$ cat src/rtl/cubic_bias_pkg.sv
package cubic_bias_pkg;
  localparam int unsigned WORD_W   = 16;
  localparam int unsigned SLOPE_W  = 32;
  localparam int unsigned HIGH_W   = 48;
  localparam int unsigned NUM_WORDS = 1 + SLOPE_W / WORD_W + 2 * (HIGH_W / WORD_W);

  typedef struct packed {
    logic [HIGH_W-1:0]  a3;
    logic [HIGH_W-1:0]  a2;
    logic [SLOPE_W-1:0] a1;
    logic [WORD_W-1:0]  a0;
  } coef_t;
endpackage

$ cat src/rtl/cubic_shadow_bank.sv
module cubic_shadow_bank
  import cubic_bias_pkg::*;
#(
  parameter int unsigned CH_W  = 8,
  parameter int unsigned IDX_W = 8,
  parameter int unsigned CH_ID = 0
) (
  input  logic                  clk_i,
  input  logic                  rst_ni,
  input  logic                  wr_valid_i,
  input  logic [CH_W+IDX_W-1:0] wr_addr_i,
  input  logic [WORD_W-1:0]     wr_data_i,
  output coef_t                 coef_o
);
  logic [CH_W-1:0]  wr_ch;
  logic [IDX_W-1:0] wr_idx;
  logic             ch_hit;
  logic [NUM_WORDS-1:0][WORD_W-1:0] words;

  assign wr_ch  = wr_addr_i[CH_W+IDX_W-1:IDX_W];
  assign wr_idx = wr_addr_i[IDX_W-1:0];
  assign ch_hit = wr_valid_i && (wr_ch == CH_W'(CH_ID));

  for (genvar w = 0; w < NUM_WORDS; w++) begin : g_word
    logic [WORD_W-1:0] word_q;
    always_ff @(posedge clk_i or negedge rst_ni) begin
      if (!rst_ni)                               word_q <= '0;
      else if (ch_hit && wr_idx == IDX_W'(w))    word_q <= wr_data_i;
    end
    assign words[w] = word_q;
  end

  // word order 0..8: a0, a1 lo..hi, a2 lo..hi, a3 lo..hi
  assign coef_o.a0 = words[0];
  assign coef_o.a1 = {words[2], words[1]};
  assign coef_o.a2 = {words[5], words[4], words[3]};
  assign coef_o.a3 = {words[8], words[7], words[6]};

  assert_foreign_ch_R7: assert property (@(posedge clk_i) disable iff (!rst_ni)
    (wr_valid_i && wr_ch != CH_W'(CH_ID)) |=> $stable(words));

  assert_bad_index_R10: assert property (@(posedge clk_i) disable iff (!rst_ni)
    (wr_valid_i && wr_idx >= IDX_W'(NUM_WORDS)) |=> $stable(words));
endmodule

$ cat src/rtl/cubic_accum.sv
module cubic_accum
  import cubic_bias_pkg::*;
(
  input  logic              clk_i,
  input  logic              rst_ni,
  input  logic              load_i,
  input  coef_t             coef_i,
  output logic [WORD_W-1:0] sample_o
);
  localparam int unsigned POS_W  = SLOPE_W;
  localparam int unsigned FRAC_W = POS_W - WORD_W;
  localparam int unsigned VPAD_W = HIGH_W - SLOPE_W;

  logic [POS_W-1:0]  pos_q;
  logic [HIGH_W-1:0] vel_q, acc_q, jerk_q;

  always_ff @(posedge clk_i or negedge rst_ni) begin
    if (!rst_ni) begin
      pos_q  <= '0;
      vel_q  <= '0;
      acc_q  <= '0;
      jerk_q <= '0;
    end else if (load_i) begin
      pos_q  <= {coef_i.a0, {FRAC_W{1'b0}}};
      vel_q  <= {coef_i.a1, {VPAD_W{1'b0}}};
      acc_q  <= coef_i.a2;
      jerk_q <= coef_i.a3;
    end else begin
      // all three stages use pre-edge values
      pos_q <= pos_q + vel_q[HIGH_W-1 -: POS_W];
      vel_q <= vel_q + acc_q;
      acc_q <= acc_q + jerk_q;
    end
  end

  assign sample_o = pos_q[POS_W-1 -: WORD_W];

  assert_jerk_hold_R8: assert property (@(posedge clk_i) disable iff (!rst_ni)
    !load_i |=> $stable(jerk_q));

  assert_pos_steps_R5: assert property (@(posedge clk_i) disable iff (!rst_ni)
    (!load_i && vel_q == '0) |=> pos_q == $past(pos_q));
endmodule

$ cat src/rtl/cubic_bias_gen.sv
module cubic_bias_gen
  import cubic_bias_pkg::*;
#(
  parameter int unsigned NUM_CH = 16,
  parameter int unsigned CH_ID  = 0,
  parameter int unsigned CH_W   = 8,
  parameter int unsigned IDX_W  = 8
) (
  input  logic                  clk_i,
  input  logic                  rst_ni,
  input  logic                  wr_valid_i,
  input  logic [CH_W+IDX_W-1:0] wr_addr_i,
  input  logic [WORD_W-1:0]     wr_data_i,
  input  logic                  trig_valid_i,
  input  logic [NUM_CH-1:0]     trig_mask_i,
  output logic [WORD_W-1:0]     sample_o
);
  coef_t shadow;
  logic  load;

  assign load = trig_valid_i && trig_mask_i[CH_ID];

  cubic_shadow_bank #(.CH_W(CH_W), .IDX_W(IDX_W), .CH_ID(CH_ID)) u_bank (
    .clk_i     (clk_i),
    .rst_ni    (rst_ni),
    .wr_valid_i(wr_valid_i),
    .wr_addr_i (wr_addr_i),
    .wr_data_i (wr_data_i),
    .coef_o    (shadow)
  );

  cubic_accum u_accum (
    .clk_i   (clk_i),
    .rst_ni  (rst_ni),
    .load_i  (load),
    .coef_i  (shadow),
    .sample_o(sample_o)
  );

  assert_load_a0_R3: assert property (@(posedge clk_i) disable iff (!rst_ni)
    load |=> sample_o == $past(shadow.a0));

  assert_load_keeps_shadow_R2: assert property (@(posedge clk_i) disable iff (!rst_ni)
    (load && !wr_valid_i) |=> $stable(shadow));
endmodule

$ cat config.mk
export PLATFORM = sky130hd
export DESIGN_NAME = cubic_bias_gen
export DESIGN_NICKNAME = d
export VERILOG_FILES = /design/src/rtl/cubic_bias_pkg.sv /design/src/rtl/cubic_shadow_bank.sv /design/src/rtl/cubic_accum.sv /design/src/rtl/cubic_bias_gen.sv
export SDC_FILE = /design/constraint.sdc
export NUM_CORES = 1
export LEC_CHECK = 0
export ABC_AREA = 1
export CORE_MARGIN = 3
export CORE_UTILIZATION = 58
export CTS_BUF_LIST = sky130_fd_sc_hd__clkbuf_16
export DETAILED_ROUTE_END_ITERATION = 8
export PLACE_DENSITY = 0.77
export REMOVE_ABC_BUFFERS = 1
export SLEW_MARGIN = 20
export SYNTH_ARGS = -nofsm -noshare
export SYNTH_HDL_FRONTEND = slang
export SYNTH_SLANG_ARGS = --single-unit
$ cat constraint.sdc
create_clock -name clk_i -period 2.8 [get_ports clk_i]
set_input_delay 0.56 -clock clk_i [delete_from_list [all_inputs] [get_ports clk_i]]
set_output_delay 0.56 -clock clk_i [all_outputs]
set_load 0.03 [all_outputs]
# Word-level counts from Yosys, hierarchy flattened
# Cells that the tools add are included.
# word_totals
ff_bits,320
input_bits,52
output_inout_bits,16
elab_cells,40
# classes
add_sub_neg,3
eq_ne,8
muxes,3
reduce_logical,13
# op_table
operator,n
$add 48x48->48,2
$mux 48,2
$add 32x32->32,1
$eq 8x3->1 const B,4
$mux 32,1
$eq 8x2->1 const B,2
$logic_not 8->1,2
$logic_and 1x1->1,11
$eq 8x1->1 const B,1
$eq 8x4->1 const B,1

# Logic depth before layout (Yosys ltp)
# Gate-level depths: netlist of run 1.
# depth
depth_word,3
ltp_mapped,15
mapped_depth_nobuf,15

# By module
# A second synthesis of run 1 with hierarchy kept.
# unflattened
hier_cells,3497
area_unflattened_um2,22738.1
# modules_own_cells
module,instances,cells_per_inst,area_each_um2,seq_area_each_um2
cubic_accum,1,2822,16841.2,4404.2
cubic_shadow_bank,1,673,5889.4,3603.5
cubic_bias_gen,1,2,7.5,0.0

# Worst setup path before layout of run 1
# No wires, ideal clock.
# synth_path
path_type,register to register
startpoint,register u_accum.acc_q[0]
endpoint,register u_accum.vel_q[32]
setup_ns,0.117
arrival_time_ns,1.811
required_time_ns,2.683
slack_ns,0.871
path_stages_with_launch,13
path_buffers,0
synth_period_minus_slack_ns,1.929
path_cell_list,dfrtp_1 ha_1 fa_1 nand3_1 nand3_1 nand2_1 nand2_1 nand2_1 nand3_2 nand2_1 nand3_1 nand3_1 nand2_1
# synth_via
elab_chain_cells,2
# synth_rtl
item,line,text
from (decl),cubic_accum.sv:15,"logic [HIGH_W-1:0] vel_q, acc_q, jerk_q;"
from (signal assigned),cubic_accum.sv:26,acc_q <= coef_i.a2;
from (signal assigned),cubic_accum.sv:32,acc_q <= acc_q + jerk_q;
$add 48x48->48,cubic_accum.sv:31,vel_q <= vel_q + acc_q;
$mux 48,cubic_accum.sv:23,end else if (load_i) begin
to (signal assigned),cubic_accum.sv:25,"vel_q <= {coef_i.a1, {VPAD_W{1'b0}}};"
to (signal assigned),cubic_accum.sv:31,
to (decl),cubic_accum.sv:15,
# Every way passes these cells.
# A chain may end at the register's enable or synchronous reset.

# Final worst setup path of run 1
# layout_path
startpoint,register u_accum.acc_q[0]
endpoint,register u_accum.vel_q[44]
# Same word-level chain as after synthesis.

==> metrics.txt, run 1 <==
largest family of logic cells by synthesized area=simple AND/OR/NAND/NOR gates; nets=around 3500; Worst path slowest cell=fa_1; Row Count=70; Worst-Margin Slew=around 0.74 ns; Post-synth EDFFs=0; CP Capture Type=flop; status=finished, final reports clean; utilization after layout=between 60 and 70%; CORE AREA=around 37000 um2; GRT Total Usage=approximately 34%; Slew HR=between 50 and 60%; layout cells sized above 1=6.33%; Clk network pwr share=a little under half; Clock Tree Buf Depth=3; pin count of the biggest net entering global routing=115; initial core utilization=59.5%; clock buffer count from CTS=35; Top-Level Pins=68; Residual DRC=0; H-tree depth=2; Gate Count Post-Synth=between 3000 and 4000; TritonCTS clock tree=done; Antenna Nets Post-Route=0; PostCTS Resize Cnt=0; Max Freq=~400 MHz; Seq/Total Area, Yosys=between 30% and 40%; Final min period=between 2 and 2.5 ns; Ys Warns=0; critical path type=flop to flop; Detailed Route WL=just under 70 mm; Pwr per Cell Area=395 nW/um2; max cap viols=0; post-synthesis cell type count=36; Antenna Cells=0; WP data required=approximately 3.3 ns; RSZ-0062 raised after global routing=false; crit path cell chain=ha_1 > fa_1 > nand3_1 > nand3_1 > nand3_1 > nand3_1 > nand2_1 > nand3_1 > nand2_1 > nand3_1 > nand2_1; GRT overflow=0; Logic pwr share=under 10%; adder-cell share of the synthesized area=under 10%; Die Span X=201 um; Sw Share=about a quarter; final cycle utilization of the critical path=between 80% and 90%; Avg Cell Area, Syn=about 6.6 um2; area grow syn2layout=9.16%; CTS sink count=320; Pwr Total=roughly 9.5 mW; Die ar.=40400 um2; CP Launch Type=flop; fin. max-slew vios=0; PortBufs=52; leakage dissipation=13.8 nW; Net Switching=2.31 mW; gpl congestion=roughly 1; DP Cell Count=around 3800; Final Hold Fails=0; Synth Area in Simple Gates=a little over a third; Yosys reg bits=between 300 and 400; P_int=7.19 mW; 1st-iter DRT viols=between 1500 and 2000; met1 WL=between 20 and 30 mm; Compound-Gate Fraction of Synth Area=7.81%; first-pass GRT wire length=108 mm; 1st-pass router iterations=7; DP Worst Slack=0.212 ns; IR drop worst, VDD=~0.51 mV; non-filler cells, final=3898; HP Class=input port to asynchronous set/reset pin; Top Metal Used=met4; Die Y=between 200 and 250 um; prevailing post-synth register cell=dfrtp_1; CTS Root Buffer Type=clkbuf_16; Reg clk slew, reported paths=approximately 0.060 ns; Critical Path AT=approximately 3.0 ns; Max stage delay on crit path=~0.46 ns; vias in the first global route=approximately 20000; Flop pwr share=48.9%; wire length per cell=around 18 um; cell area after synthesis=22000 um2; asr flop ratio synth=100%; Via density=5.41; crit-path most repeated cell=nand3_1; Worst Skew=roughly 0.029 ns; endpoints failing setup=0; final worst slack=about 0.33 ns; post-synthesis xor/xnor area fraction=1.03%; Post-DP HPWL=~54 mm; mux share of post-synthesis cell area=0%; initial antenna violation count=1; routed length on met2=between 30 and 40 mm; clock latency on the worst-skew pair=between 0.5 and 0.6 ns; wire length on met3=5.84 mm; crit-path max FO=4; via count=~21000
-- cells in the final DEF (no fill, tap or decap), types with 5 or more instances in the layout --
cell             netlist  layout
nand2_1             1372    1371
inv_1                521     527
dfrtp_1              320     320
nand3_1              174     174
nor2_1               165     165
o21ai_0              154     154
ha_1                 125     125
a21oi_1              118     118
o21ai_1               57      57
nor2_2                55      55
clkdlybuf4s50_1        0      51
nand2_2               40      40
clkbuf_16              0      36
nand4_1               22      22
xnor2_1               22      22
nor3_1                17      17
inv_2                 17      16
nand3b_1              15      15
nor4_1                14      14
or2_2                 12      12
nand3_2               11      11
clkinv_2               0       9
buf_12                 0       7
nor2_4                 6       6
buf_4                 16       6
o21bai_1               5       5
or2_1                  5       5
nor3_2                 5       5
-- Yosys cell counts, types with 24 or more instances --
cell / number / area (um2)
nand2_1: 1372 / 5150
o21ai_0: 154 / 771
inv_1: 521 / 1960
o21ai_1: 57 / 285
nand2_2: 40 / 250
buf_2: 27 / 135
nor2_1: 165 / 619
dfrtp_1: 320 / 8010
nor2_2: 55 / 344
clkbuf_1: 24 / 90.1
a21oi_1: 118 / 591
nand3_1: 174 / 871
ha_1: 125 / 1560
-- flip-flops by register name, summed over array words and instances (netlist names) --
| signal | flops |
|---|---|
| u_accum.jerk_q | 48 |
| u_accum.pos_q | 32 |
| u_bank.g_word.word_q | 144 |
| u_accum.acc_q | 48 |
| u_accum.vel_q | 48 |
-- power groups by stage --
stage               clock, mW  combinational (mW)  sequential (mW)
floorplan                   0               0.117             4.74
global placement            0               0.399             4.73
detailed placement          0               0.407             4.73
CTS                      4.51               0.409             4.65
global route             4.71               0.440             4.64
finish                   4.45               0.405             4.65
-- repair_timing --
action,in CTS,in global routing
endpoints found under the hold margin,10,0
hold buffers,1,0
setup buffers,0,0
-- metrics by stage --
stage / TNS (ns) / area [um2] / hold WS (ns)
2_1_floorplan: -365.17 / 21600 / 0.264
3_3_place_gp: 0 / 23000 / 0.381
3_5_place_dp: 0 / 23000 / 0.384
4_1_cts: 0 / 24000 / 0.392
5_1_grt: 0 / 24000 / 0.403
6_report: 0 / 24000 / 0.409
-- kinds of logic after synthesis --
kind of cell	Yosys count
flip-flops	320
adder cells (fa/ha/maj)	128
AND/OR/NAND/NOR	1915
XOR/XNOR	26
AO/OA/AOI/OAI	339
buffers and inverters	616
-- layout make-up --
cell class	count	area (um2)
multi-input combinational	2408	11600
clock buffer	36	901
timing repair buffer	66	721
inverter	538	2020
fill	3473	13000
clock inverter	26	180
sequential	320	8010
tap	504	631
-- path summary, 6_finish.rpt --
check                      cells after the start                end  slack [ns]                  startpoint
setup / recovery                              11  u_accum.vel_q[44]        0.33            u_accum.acc_q[0]
min in group clk_i                             2  u_accum.jerk_q[7]        0.47  u_bank.g_word[6].word_q[7]
setup reg to reg                              11  u_accum.vel_q[44]        0.33            u_accum.acc_q[0]
max in group asynchronous                      3  u_accum.acc_q[45]        1.51                      rst_ni
hold reg to reg                                2  u_accum.jerk_q[7]        0.47  u_bank.g_word[6].word_q[7]
hold / removal                                 2   u_accum.vel_q[3]        0.41                      rst_ni
-- routing by layer --
metal / global-route usage, % / vias to the layer above
met4: 13.9 / 0
met3: 6.24 / 169
li1: - / 10362
met5: 0 / -
met1: 46.4 / 9786
met2: 54.1 / 785
-- worst max-delay path, delay by kind of cell, from the launching register on --
family                     cells  cell delay (ns)
adders and majority gates      2             0.73
DFF                            1             0.40
and+or+nand+nor                9             1.27
Note: power is estimated with default switching activity, not from simulation.
==> inputs of run 2 (changes only) <==
--- a/config.mk
+++ b/config.mk
@@ -10,7 +10,7 @@
 export CORE_UTILIZATION = 58
 export CTS_BUF_LIST = sky130_fd_sc_hd__clkbuf_16
 export DETAILED_ROUTE_END_ITERATION = 8
-export PLACE_DENSITY = 0.77
+export PLACE_DENSITY = 0.79
 export REMOVE_ABC_BUFFERS = 1
 export SLEW_MARGIN = 20
 export SYNTH_ARGS = -nofsm -noshare
==> run 2 against run 1 <==
Compared with the run above:
- critical path type unchanged
- die area is the same
- via count up 0.25%
- sequential share of layout area decreased by 0.15 points
- register-to-register slack better by 0.03 ns
- clock power about the same
- core utilization is 0.30 points higher
- maximum frequency rose by 1.0%
- largest power group unchanged
- combinational power up 3%
- sequential power hardly changed
- final cell count is 0.31% higher
- worst setup slack better by 0.026 ns
- critical endpoint unchanged
- global-route usage increased by 0.24 points
- highest routed layer unchanged
==> metrics.txt, run 2 (same netlist as run 1, synthesis figures left out) <==
clock latency on the worst-skew pair=0.56 ns (about the same); layout cells sized above 1=6.46% (+0.12 points); GRT overflow=0 (unchanged); Antenna Nets Post-Route=0 (unchanged); CP Launch Type=flop; Worst Setup EP=u_accum.vel_q[44]; status=finished, final reports clean; Critical R2R Launch=u_accum.acc_q[0]; P_int=7.24 mW (+0.60%); leakage dissipation=13.9 nW (+0.33%); 1st-pass router iterations=6 (-1); crit-path most repeated cell=nand3_1; pin count of the biggest net entering global routing=98 (-15%); endpoints failing setup=0 (unchanged); HP Class=flop to flop; reg2reg end=u_accum.vel_q[44]; Worst Skew=0.0242 ns (-0.00493 ns); Biggest register=u_bank.g_word.word_q; wire length per cell=17.7 um (-0.31%); max cap viols=0 (unchanged); Flop pwr share=48.7% (-0.2 points); first-pass GRT wire length=109 mm (+1.1%); CP Capture Type=flop; vias in the first global route=20258 (+2.0%); commonest non-fill, non-tap cell in the layout=nand2_1; Row Count=70 (unchanged); Clock Tree Buf Depth=3 (unchanged); H-tree depth=2 (unchanged); crit path cell chain=ha_1 > fa_1 > nand3_1 > nand3_1 > nand3_1 > nand3_1 > nand2_1 > nand4_1 > nand3_1 > nand2_1; 1st-iter DRT viols=1783 (+2.6%); TritonCTS clock tree=done; Top-Level Pins=68 (unchanged); Net Switching=2.31 mW (about the same); Post-DP HPWL=54.1 mm (+0.74%); Max stage delay on crit path=0.47 ns (about the same); Max Freq=409 MHz (+1.0%); Via density=5.41 (about the same); PortBufs=52 (unchanged); worst-case reg-to-reg path depth=10 (-1); utilization after layout=65.2% (+0.30 points); hold-fix buffers at CTS=1 (unchanged); fin. max-slew vios=0 (unchanged); Final min period=2.44 ns (-0.0257 ns); Residual DRC=0 (unchanged); Critical Path AT=2.87 ns (-0.09 ns); Post-CTS Repair Setup Buffers=0 (unchanged); CTS Root Buffer Type=clkbuf_16; final cycle utilization of the critical path=87.3% (-0.92 points); CORE AREA=37000 um2 (unchanged); Fill cells=3466 (-0.20%); area grow syn2layout=9.66%; most frequent cells in the layout=nand2_1 (1371), inv_1 (525), dfrtp_1 (320); crit-path max FO=4 (unchanged); clock buffer count from CTS=35 (unchanged); Antenna Cells=0 (unchanged); GRT Total Usage=34.4% (+0.24 points); Worst path slowest cell=fa_1; initial core utilization=59.5% (unchanged); Largest register FFs=144 (unchanged); nets=3561 (+0.34%); Worst-Margin Slew=0.736 ns (-0.00149 ns); Logic pwr share=4.4% (about the same); critical path type=flop to flop; RSZ-0062 raised after global routing=false; Slew HR=50.9% (+0.099 points); Pwr Total=9.54 mW (+0.47%); Die Span X=201 um (unchanged); CTS sink count=320 (unchanged); WP data required=3.22 ns (-0.07 ns); PostCTS Resize Cnt=0 (unchanged); Die Y=201 um (unchanged); Final Hold Fails=0 (unchanged); R2R setup slack=0.36 ns (+0.03 ns); Seq. cell area=8010 um2 (unchanged); Reg clk slew, reported paths=0.06 ns (about the same); gpl congestion=1.00 (unchanged); Detailed Route WL=69.2 mm (about the same); Setup crit start=u_accum.acc_q[0]; Clk network pwr share=47.0% (+0.2 points); IR drop worst, VDD=0.436 mV (-15%); initial antenna violation count=0 (-1); Die ar.=40400 um2 (unchanged); Pwr per Cell Area=395 nW/um2 (about the same); via count=21154 (+0.25%); Sw Share=24.2% (-0.099 points); footprint of the multi-input gates=11600 um2 (unchanged)
## run 2: cell types whose count changed in the layout (fill, tap and decap cells not counted), moves of 2 or more
| cell | change |
|---|---|
| inv_1 | -2 |
| clkinv_1 | +9 |
| clkinv_2 | -8 |
| buf_4 | +11 |
## run 2: worst max-delay path, delay by kind of cell, from the launching register on
kind                       cells  cell delay [ns]
and+or+nand+nor                8             1.21
adders and majority gates      2             0.72
DFF                            1             0.39
## run 2: routing by layer
layer | track usage (%) | routed length [um]
met1 | 47.1 | 29800
met4 | 13.6 | 2940
met2 | 55.4 | 31400
met3 | 4.82 | 5110
met5 | 0 | 0
## run 2: worst min path at each step
| stage | start | end | slack (ns) | depth (start not counted) |
|---|---|---|---|---|
| 2_1_floorplan | rst_ni | u_accum.acc_q[0] | 0.26 | 0 |
| 3_3_place_gp | u_bank.g_word[6].word_q[6] | u_accum.jerk_q[6] | 0.45 | 2 |
| 3_5_place_dp | u_bank.g_word[8].word_q[11] | u_accum.jerk_q[43] | 0.45 | 2 |
| 4_1_cts | u_bank.g_word[6].word_q[6] | u_accum.jerk_q[6] | 0.47 | 2 |
| 5_1_grt | u_bank.g_word[7].word_q[14] | u_accum.jerk_q[30] | 0.49 | 2 |
| 6_report | u_bank.g_word[8].word_q[11] | u_accum.jerk_q[43] | 0.47 | 2 |
## run 2: per-stage QoR
stage	instance area, um2	hold WS [ns]	setup slack, ns	setup TNS (ns)	std cells
6_report	24200	0.470	0.356	0	3910
2_1_floorplan	21600	0.264	-2.45	-365.17	3266
3_5_place_dp	23100	0.453	0.291	0	3847
3_3_place_gp	23100	0.450	0.352	0	3847
5_1_grt	24200	0.485	0.131	0	3910
4_1_cts	24200	0.467	0.404	0	3910
## run 2: final cells by class
type                       count  area share [%]
clock buffer                  35            3.63
inverter                     538            8.38
sequential                   320            33.1
tap                          504            2.61
timing repair buffer          78            3.41
clock inverter                27           0.880
multi-input combinational   2408            48.0
## run 2: power groups by stage
stage / Combinational, mW / Clock [mW] / Sequential (mW)
6_report: 0.416 / 4.48 / 4.65
5_1_grt: 0.450 / 4.74 / 4.64
4_1_cts: 0.420 / 4.53 / 4.65
3_5_place_dp: 0.416 / 0 / 4.73
3_3_place_gp: 0.411 / 0 / 4.73
2_1_floorplan: 0.117 / 0 / 4.74
==> inputs of run 3 (changes only) <==
--- a/config.mk
+++ b/config.mk
@@ -6,6 +6,7 @@
 export NUM_CORES = 1
 export LEC_CHECK = 0
 export ABC_AREA = 1
+export CAP_MARGIN = 20
 export CORE_MARGIN = 3
 export CORE_UTILIZATION = 58
 export CTS_BUF_LIST = sky130_fd_sc_hd__clkbuf_16
==> results of run 3 <==
Final layout, timing and power as in run 2 (identical DEF).
